### config.mk
export PLATFORM = sky130hd
export DESIGN_NAME = varint_stream_decoder
export DESIGN_NICKNAME = d
export VERILOG_FILES = /design/src/rtl/varint_pkg.sv /design/src/rtl/varint_accum.sv /design/src/rtl/varint_merge.sv /design/src/rtl/varint_unfold.sv /design/src/rtl/varint_stream_decoder.sv
export SDC_FILE = /design/constraint.sdc
export NUM_CORES = 1
export LEC_CHECK = 0
export ABC_CLOCK_PERIOD_IN_PS = 3010
export BUFFER_PORTS_ARGS = -buffer_cell sky130_fd_sc_hd__buf_2
export CAP_MARGIN = 30
export CORE_ASPECT_RATIO = 1.25
export CORE_UTILIZATION = 59
export DETAILED_ROUTE_END_ITERATION = 12
export GPL_ROUTABILITY_DRIVEN = 0
export PLACE_DENSITY = 0.81
export SETUP_SLACK_MARGIN = 0.15
export SYNTH_ARGS = -nofsm -noshare
export SYNTH_HDL_FRONTEND = slang
export SYNTH_SLANG_ARGS = --single-unit
### constraint.sdc
create_clock -name clk -period 3.01 [get_ports clk]
set_input_delay 0.1505 -clock clk [delete_from_list [all_inputs] [get_ports clk]]
set_output_delay 0.1505 -clock clk [all_outputs]
set_load 0.01 [all_outputs]
### src/rtl/varint_pkg.sv
// Package: shared constants and the decode-mode encoding for the varint decoder.
// Assumes: a byte is one continuation flag on top of GRP_W payload bits.
package varint_pkg;

    // payload bits carried by each stream byte
    localparam int VARINT_GRP_W = 7;

    // decoded-value width used by default
    localparam int VARINT_VAL_W = 64;

    // interpretation applied to the raw merged value
    typedef enum logic {
        VMODE_PLAIN  = 1'b0,
        VMODE_FOLDED = 1'b1
    } vmode_e;

endpackage

### src/rtl/varint_accum.sv
// Module: varint_accum
// Holds the payload groups of the value being received, together with the
// count of groups stored so far. A group is stored only when it is followed by
// a continuation. A terminating or overflowing byte sends the count back to
// zero. Stale groups need no clearing, because the merge masks them by count.
// Assumes: the last slot (MAX_BYTES-1) is never stored, since it is always the
// final byte or an overflow.
module varint_accum #(
    parameter int MAX_BYTES = 10,
    parameter int GRP_W     = 7,
    parameter int CNT_W     = 4
) (
    input  logic                             clk,
    input  logic                             rst_n,
    input  logic                             in_valid,
    input  logic                             in_cont,
    input  logic [GRP_W-1:0]                 in_grp,
    output logic [CNT_W-1:0]                 cnt,
    output logic [(MAX_BYTES-1)*GRP_W-1:0]   grp_flat,
    output logic                             last_slot
);

    localparam logic [CNT_W-1:0] LAST_IDX = CNT_W'(MAX_BYTES - 1);

    // flags the byte position that can only end or overflow a value
    always_comb last_slot = (cnt == LAST_IDX);

    // advances the group count, or restarts it on a terminator or overflow
    always_ff @(posedge clk) begin
        if (!rst_n) begin
            cnt <= '0;
        end else if (in_valid) begin
            if (!in_cont || last_slot) begin
                cnt <= '0;
            end else begin
                cnt <= cnt + 1'b1;
            end
        end
    end

    genvar gi;
    generate
        for (gi = 0; gi < MAX_BYTES - 1; gi++) begin : g_slot
            // captures one group when its position is the current count
            always_ff @(posedge clk) begin
                if (!rst_n) begin
                    grp_flat[gi*GRP_W +: GRP_W] <= '0;
                end else if (in_valid && in_cont && (cnt == CNT_W'(gi))) begin
                    grp_flat[gi*GRP_W +: GRP_W] <= in_grp;
                end
            end
        end
    endgenerate


    idle_hold_chk: assert property (@(posedge clk) disable iff (!rst_n)
        !in_valid |=> $stable(cnt));


    cnt_range_chk: assert property (@(posedge clk) disable iff (!rst_n)
        cnt <= LAST_IDX);


    cnt_step_chk: assert property (@(posedge clk) disable iff (!rst_n)
        (in_valid && in_cont && !last_slot) |=> (cnt == $past(cnt) + 1'b1));

endmodule

### src/rtl/varint_merge.sv
// Module: varint_merge
// Combinational merge of the stored groups with the byte that arrives now.
// Slot i fills bits starting at i*GRP_W. Slots below the count take stored
// groups, the slot at the count takes the incoming byte, and higher slots are zero.
// Assumes: slots past VAL_W are truncated, so the top slot may be narrower.
module varint_merge #(
    parameter int MAX_BYTES = 10,
    parameter int GRP_W     = 7,
    parameter int VAL_W     = 64,
    parameter int CNT_W     = 4
) (
    input  logic [CNT_W-1:0]                 cnt,
    input  logic [(MAX_BYTES-1)*GRP_W-1:0]   grp_flat,
    input  logic [GRP_W-1:0]                 cur_grp,
    output logic [VAL_W-1:0]                 raw
);

    genvar si;
    generate
        for (si = 0; si < MAX_BYTES; si++) begin : g_pos
            localparam int LO   = si * GRP_W;
            localparam int REM  = VAL_W - LO;
            localparam int W_I  = (REM < GRP_W) ? REM : GRP_W;
            if (si < MAX_BYTES - 1) begin : g_stored
                // picks the stored group, the current byte, or zero for this slot
                always_comb begin
                    if (CNT_W'(si) < cnt) begin
                        raw[LO +: W_I] = grp_flat[LO +: W_I];
                    end else if (CNT_W'(si) == cnt) begin
                        raw[LO +: W_I] = cur_grp[W_I-1:0];
                    end else begin
                        raw[LO +: W_I] = '0;
                    end
                end
            end else begin : g_top
                // the top slot is only ever filled from the current byte
                always_comb begin
                    if (CNT_W'(si) == cnt) begin
                        raw[LO +: W_I] = cur_grp[W_I-1:0];
                    end else begin
                        raw[LO +: W_I] = '0;
                    end
                end
            end
        end
    endgenerate

endmodule

### src/rtl/varint_unfold.sv
// Module: varint_unfold
// Applies the selected interpretation to the raw merged value. Folded mode
// moves the sign out of bit 0 and restores two's complement. Plain mode passes
// the value through.
// Assumes: purely combinational, with mode taken alongside the terminating byte.
module varint_unfold
    import varint_pkg::*;
#(
    parameter int VAL_W = 64
) (
    input  logic [VAL_W-1:0] raw,
    input  vmode_e           mode,
    output logic [VAL_W-1:0] val
);

    // selects the pass-through or the sign-restored value
    always_comb begin
        if (mode == VMODE_FOLDED) begin
            val = (raw >> 1) ^ {VAL_W{raw[0]}};
        end else begin
            val = raw;
        end
    end

endmodule

### src/rtl/varint_stream_decoder.sv
// Module: varint_stream_decoder (top)
// Accepts one stream byte per clock and decodes variable-length integers.
// The combinational merge and unfold feed a single output register, so a result
// shows one clock after its terminating byte. out_done and out_error are
// one-cycle strobes.
// Assumes: in_signed matters only on the terminating byte, and idle cycles
// (in_valid low) are fully ignored.
module varint_stream_decoder
    import varint_pkg::*;
#(
    parameter int VAL_W = VARINT_VAL_W,
    parameter int GRP_W = VARINT_GRP_W
) (
    input  logic               clk,
    input  logic               rst_n,
    input  logic               in_valid,
    input  logic [GRP_W:0]     in_byte,
    input  logic               in_signed,
    output logic               out_done,
    output logic [VAL_W-1:0]   out_value,
    output logic               out_error
);

    localparam int MAX_BYTES = (VAL_W + GRP_W - 1) / GRP_W;
    localparam int CNT_W     = $clog2(MAX_BYTES);
    localparam int BYTE_W    = GRP_W + 1;

    logic                           cont;
    logic [GRP_W-1:0]               cur_grp;
    logic [CNT_W-1:0]               cnt;
    logic [(MAX_BYTES-1)*GRP_W-1:0] grp_flat;
    logic                           last_slot;
    logic [VAL_W-1:0]               raw;
    logic [VAL_W-1:0]               decoded;
    logic                           finish;
    logic                           overflow;
    vmode_e                         mode;

    // splits the byte into its flag and payload and picks the mode
    always_comb begin
        cont     = in_byte[BYTE_W-1];
        cur_grp  = in_byte[GRP_W-1:0];
        mode     = in_signed ? VMODE_FOLDED : VMODE_PLAIN;
        finish   = in_valid && !cont;
        overflow = in_valid && cont && last_slot;
    end

    varint_accum #(
        .MAX_BYTES (MAX_BYTES),
        .GRP_W     (GRP_W),
        .CNT_W     (CNT_W)
    ) u_accum (
        .clk       (clk),
        .rst_n     (rst_n),
        .in_valid  (in_valid),
        .in_cont   (cont),
        .in_grp    (cur_grp),
        .cnt       (cnt),
        .grp_flat  (grp_flat),
        .last_slot (last_slot)
    );

    varint_merge #(
        .MAX_BYTES (MAX_BYTES),
        .GRP_W     (GRP_W),
        .VAL_W     (VAL_W),
        .CNT_W     (CNT_W)
    ) u_merge (
        .cnt       (cnt),
        .grp_flat  (grp_flat),
        .cur_grp   (cur_grp),
        .raw       (raw)
    );

    varint_unfold #(
        .VAL_W (VAL_W)
    ) u_unfold (
        .raw   (raw),
        .mode  (mode),
        .val   (decoded)
    );

    // registers the strobes and captures a finished value
    always_ff @(posedge clk) begin
        if (!rst_n) begin
            out_done  <= 1'b0;
            out_error <= 1'b0;
            out_value <= '0;
        end else begin
            out_done  <= finish;
            out_error <= overflow;
            if (finish) begin
                out_value <= decoded;
            end
        end
    end


    done_err_excl_chk: assert property (@(posedge clk) disable iff (!rst_n)
        !(out_done && out_error));


    done_src_chk: assert property (@(posedge clk) disable iff (!rst_n)
        out_done |-> $past(in_valid && !in_byte[BYTE_W-1]));


    err_src_chk: assert property (@(posedge clk) disable iff (!rst_n)
        out_error |-> $past(in_valid && in_byte[BYTE_W-1]));


    value_hold_chk: assert property (@(posedge clk) disable iff (!rst_n)
        !out_done |-> $stable(out_value));


    sign_bit_chk: assert property (@(posedge clk) disable iff (!rst_n)
        (out_done && $past(in_signed)) |-> (out_value[VAL_W-1] == $past(raw[0])));

endmodule

# Word level (Yosys, flattened, before mapping)
# Cells that the tools add are included.
# totals
ff_bits	133
in_bits	12
output_inout_bits	66
# op_classes
n_addsub	1
n_lt_le_gt_ge	9
eq_ne	18
n_mux	22
n_bitwise	1
n_reduce_logical	15
# op_table
cell	count
$mux W7	18
$mux W64	1
$xor A63 B64 Y64	1
$eq A3 B4 Y1 const A	4
$eq A4 B3 Y1 const B	4
$lt A3 B4 Y1 const A	4
$logic_and A1 B1 Y1	12
$eq A2 B4 Y1 const A	2
$eq A4 B2 Y1 const B	2
$eq A4 B4 Y1 const A	2
$eq A4 B4 Y1 const B	2
$lt A1 B4 Y1 const A	2
$lt A2 B4 Y1 const A	2
$add A4 B1 Y4 const B	1
$eq A1 B4 Y1 const A	1
$eq A4 B1 Y1 const B	1
$logic_not A4 Y1	1
$lt A4 B4 Y1 const A	1
$mux W4	1
$mux W1	2
$logic_not A1 Y1	1
$logic_or A1 B1 Y1	1

# Depth between registers and ports, before layout
# logic_depth
word_depth	5
mapped_depth	11

# Hierarchy
# Synthesis repeated with hierarchy kept, for this count alone.
# unflattened
hier_cells	930
hier_area_um2	7866.3
# by_module_without_submodules
mod	instances	cells_per_inst	area_per_inst_um2	seq_area_each_um2
varint_accum	1	249	2640.0	1341.3
varint_stream_decoder	1	282	2635.0	1321.3
varint_merge	1	189	1311.3	0.0
varint_unfold	1	210	1280.0	0.0

# Worst setup path before layout
# OpenSTA, ideal clock, no wires.
# synth_path
kind	register to register
from	register u_accum.cnt[0]
to	register out_value[0]
setup_time_ns	0.079
t_arrival_ns	2.329
setup_slack_ns	0.603
path_stages_with_launch	11
synth_period_minus_slack_ns	2.407
path_cell_list	dfxtp_1 -> clkbuf_1 -> inv_1 -> ha_1 -> or3b_1 -> buf_2 -> mux2i_1 -> buf_4 -> buf_4 -> or2_2 -> o211ai_1
# synth_via
elab_chain_len	5
# synth_rtl
item	line_no	source
start: declaration	varint_accum.sv:18	output logic [CNT_W-1:0] cnt,
start signal: assignment	varint_accum.sv:36	cnt <= cnt + 1'b1;
parallel branches: the longest is 2 deep, another holds $lt A1 B4 Y1	--	
$mux W7 *	varint_merge.sv:27	if (CNT_W'(si) < cnt) begin
$xor A63 B64 Y64	varint_unfold.sv:19	val = (raw >> 1) ^ {VAL_W{raw[0]}};
$mux W64 *	varint_unfold.sv:18	if (mode == VMODE_FOLDED) begin
end signal: assignment	varint_stream_decoder.sv:93	out_value <= decoded;
end: declaration	varint_stream_decoder.sv:20	output logic [VAL_W-1:0] out_value,
# Mark *: on every way between the ends.
# A chain may end at the register's enable or synchronous reset.

# Final worst setup path
# layout_path
from	register u_accum.cnt[1]
to	register out_value[41]
# layout_via
elab_chain_len	5
# layout_rtl
item	line_no
parallel branches: the longest is 4 deep, another holds $lt A3 B4 Y1	--
$mux W64 *	varint_unfold.sv:18
# Marked as above.

==> summary.txt <==
WL/cell: 19.23 um
Synth-to-layout area growth: 15.55%
CTS Buf Count: 17
Main synth FF type: dfxtp_1
Vias in the first global route: 5761
Syn Inst Count: 766
Crit path DAT: 2800 ps
Reg2reg path depth: 7
Flop pwr share: 40.3%
Post-CTS resize count: 0
Least-Margin Pin Slew: 1016 ps
Drt drc: 0
Die Area: 0.01180 mm^2
Post-Syn Nets: 782
Dominant cells by area after synthesis: dfxtp_1 (40%), mux2i_1 (9.1%), xnor2_1 (6.3%)
Hold-fix buffers at CTS: 0
Max Slew Vio Count: 0
Layout cells sized above 1: 16.48%
CP max FO: 35
Synth warnings: 0
CTS tree: done
Unrepaired setup endpoints after global routing: false
Clock Latency Late Sink: 420 ps
Distinct cells, synth: 47
FF+latch count, synth: 133
# diodes: 0
Initial antenna violation count: 0
Synth cell count leaders: dfxtp_1 (133), nand2_1 (105), mux2i_1 (61)
Worst Clk Skew: 5.811 ps
Overall Power: 4533 uW
Area leader, netlist: dfxtp_1
Number of synthesized flops with an enable pin: 0
Fmax: 393.2 MHz
Final Hold Fails: 0
Total clock sinks: 133
WL final: 18230 um
Post-CTS Setup Inserts: 0
Hold wc startpoint: rst_n
Maximum vdd drop: 408.3 uV
Minimum clock period: 2543 ps
Synth Area in Compound Gates: 19.30%
Xor/xnor cell area share of the yosys netlist: 7.969%
Most frequent cell after synthesis: dfxtp_1
Average instance area after synthesis: 8.752 um^2
Setup TNS: 0 ps
Worst hold path class: primary input to register
Power Dens Cells: 585.2 mW/mm^2
Largest net degree at the start of global routing: 82
CP Capture Type: register
Die Y: 121.2 um
FF-to-FF Start: u_accum.cnt[1]$_SDFFE_PN0P_
Vias per cell: 6.369
Crit start category: register
First-pass GRT wire length: 28870 um
Synth top area share: 39.72%
Core area: 0.01108 mm^2
Filler cells: 829
Worst-case clock buffer depth: 2
Mapped Area: 0.006704 mm^2
All-Layer GR Usage: 31.08%
Number of nets still failing antenna checks after routing: 0
Leakage: 0.003068 uW
P_sw: 1062 uW
Final Cycle Share: 84.50%
Site row count: 43
Hold depth: 3
Internal power: 3470 uW
Hold Path Sink: out_done$_SDFF_PN0_
Clock root cell: clkbuf_16
Die width: 97.34 um
Final HPWL DP: 11590 um
Via count: 6038
Post-synthesis sequential area ratio: 39.72%
Synth Area in Simple Gates: 17.79%
DRT Pass-1 Iters: 7
FFs w/ async S/R, synth: 0%
H-Tree Depth: 4
Max-cap violations: 0
Post-synthesis mux area share: 9.276%
Total grt overflow: 0
Initial core utilization: 60.49%
Final Net Count: 816
Worst endpoint required time: 3260 ps
Max_slew headroom: 32.05%
Combinational family with the most area after synthesis: compound AO/OA/AOI/OAI gates
Setup-failing EPs final: 0
R2r setup slk: 470 ps
Port Buf Inserts: 77
Status: finished, final reports clean
Crit path kind: register to register
Capture instance of the worst register-to-register path: out_value[41]$_SDFFE_PN0P_
Clock power frac: 50.6%
DRT iter0 DRCs: 495
IO Count: 78
Sw frac: 23.44%
Worst-path clk slew: 60 ps
Post-synthesis adder-cell area fraction: 0.7465%
Comb pwr share: 9.1%
[layout make-up]
class / instances / area (um^2) / area share [%]
clock buffers: 19 / 452.9 / 5.847
clock inverters: 13 / 203.9 / 2.633
inverters: 5 / 18.77 / 0.2423
flip-flops and latches: 133 / 2663 / 34.37
multi-input cells: 548 / 3706 / 47.84
well taps: 135 / 168.9 / 2.181
repair buffers: 95 / 533.0 / 6.881
[critical path, stage by stage (launching register included)]
cell and delay [ps]:
dfxtp_1 390, inv_1 210, ha_1 190, or3b_1 420, mux2i_4 480, buf_12 310
xor2_1 190, o221ai_1 130
[power by group through the flow]
stage / sequential [uW] / clock, uW / combinational [uW]
floorplan: 1880 / 0 / 275
global placement: 1860 / 0 / 388
detailed placement: 1860 / 0 / 403
CTS: 1830 / 2300 / 406
global route: 1830 / 2380 / 441
finish: 1830 / 2290 / 411
[cell usage in the layout, fill, tap and decap left out, types with 3 or more instances in the layout]
cell / instances
buf_4: 17
a21oi_1: 33
o21ai_0: 33
o21ai_1: 3
nor2b_1: 54
a21boi_0: 22
clkinv_2: 3
and3_1: 8
buf_2: 77
a32o_1: 7
clkbuf_16: 17
and2_1: 3
clkinvlp_4: 4
o221ai_1: 41
bufinv_16: 5
mux2i_1: 60
ha_1: 4
or3_1: 3
nand3_1: 21
inv_1: 5
a22o_1: 5
o211ai_1: 5
a31oi_1: 7
a22oi_1: 14
a32oi_1: 7
xnor2_1: 48
nor2_1: 15
nand2b_1: 3
nor3_1: 7
dfxtp_1: 133
nand2_1: 105
nand4b_1: 5
xor2_1: 13
[registers in the layout, summed over array words and instances (netlist names)]
signal,flops
out_done,1
out_error,1
out_value,64
u_accum.cnt,4
u_accum.grp_flat,63
[kinds of logic after synthesis]
logic type,count (synthesis)
AOI/OAI and AO/OA,185
muxes,62
DFF,133
xor gates and xnor gates,61
and+or+nand+nor,236
adders and majority gates,4
buffers and inverters,85
[per-stage QoR]
stage / utilization (%) / hold WS (ps) / cell area [um^2] / cells / setup slack [ps]
3_3_place_gp: 63.90 / 438.6 / 7082 / 915 / 575.1
3_5_place_dp: 63.90 / 442.6 / 7082 / 915 / 478.1
2_1_floorplan: - / 319.2 / 6704 / 766 / 602.5
4_1_cts: 69.82 / 96.65 / 7739 / 947 / 403.9
5_1_grt: 69.89 / 135.5 / 7746 / 948 / 308.9
6_report: 69.89 / 123.2 / 7746 / 948 / 466.7
[how the worst max path moves through the flow]
stage	depth (start not counted)	startpoint	endpoint	slack (ps)
3_5_place_dp	8	u_accum.cnt[1]$_SDFFE_PN0P_	out_value[57]$_SDFFE_PN0P_	480
2_1_floorplan	10	u_accum.cnt[0]$_SDFFE_PN0P_	out_value[0]$_SDFFE_PN0P_	600
3_3_place_gp	5	u_accum.cnt[2]$_SDFFE_PN0P_	u_accum.grp_flat[32]$_SDFFE_PN0P_	580
5_1_grt	8	u_accum.cnt[1]$_SDFFE_PN0P_	out_value[61]$_SDFFE_PN0P_	310
4_1_cts	5	u_accum.cnt[2]$_SDFFE_PN0P_	u_accum.grp_flat[29]$_SDFFE_PN0P_	400
6_report	7	u_accum.cnt[1]$_SDFFE_PN0P_	out_value[41]$_SDFFE_PN0P_	470
[metal layers]
metal | routed length (um) | vias to the layer above | global-route usage [%]
met2 | 8772 | 329 | 52.02
met1 | 7130 | 2870 | 37.01
met3 | 1563 | 60 | 6.452
li1 | - | 2779 | -
met5 | 0 | - | 0
met4 | 762 | 0 | 18.01
Note: power is estimated with default switching activity, not from simulation.
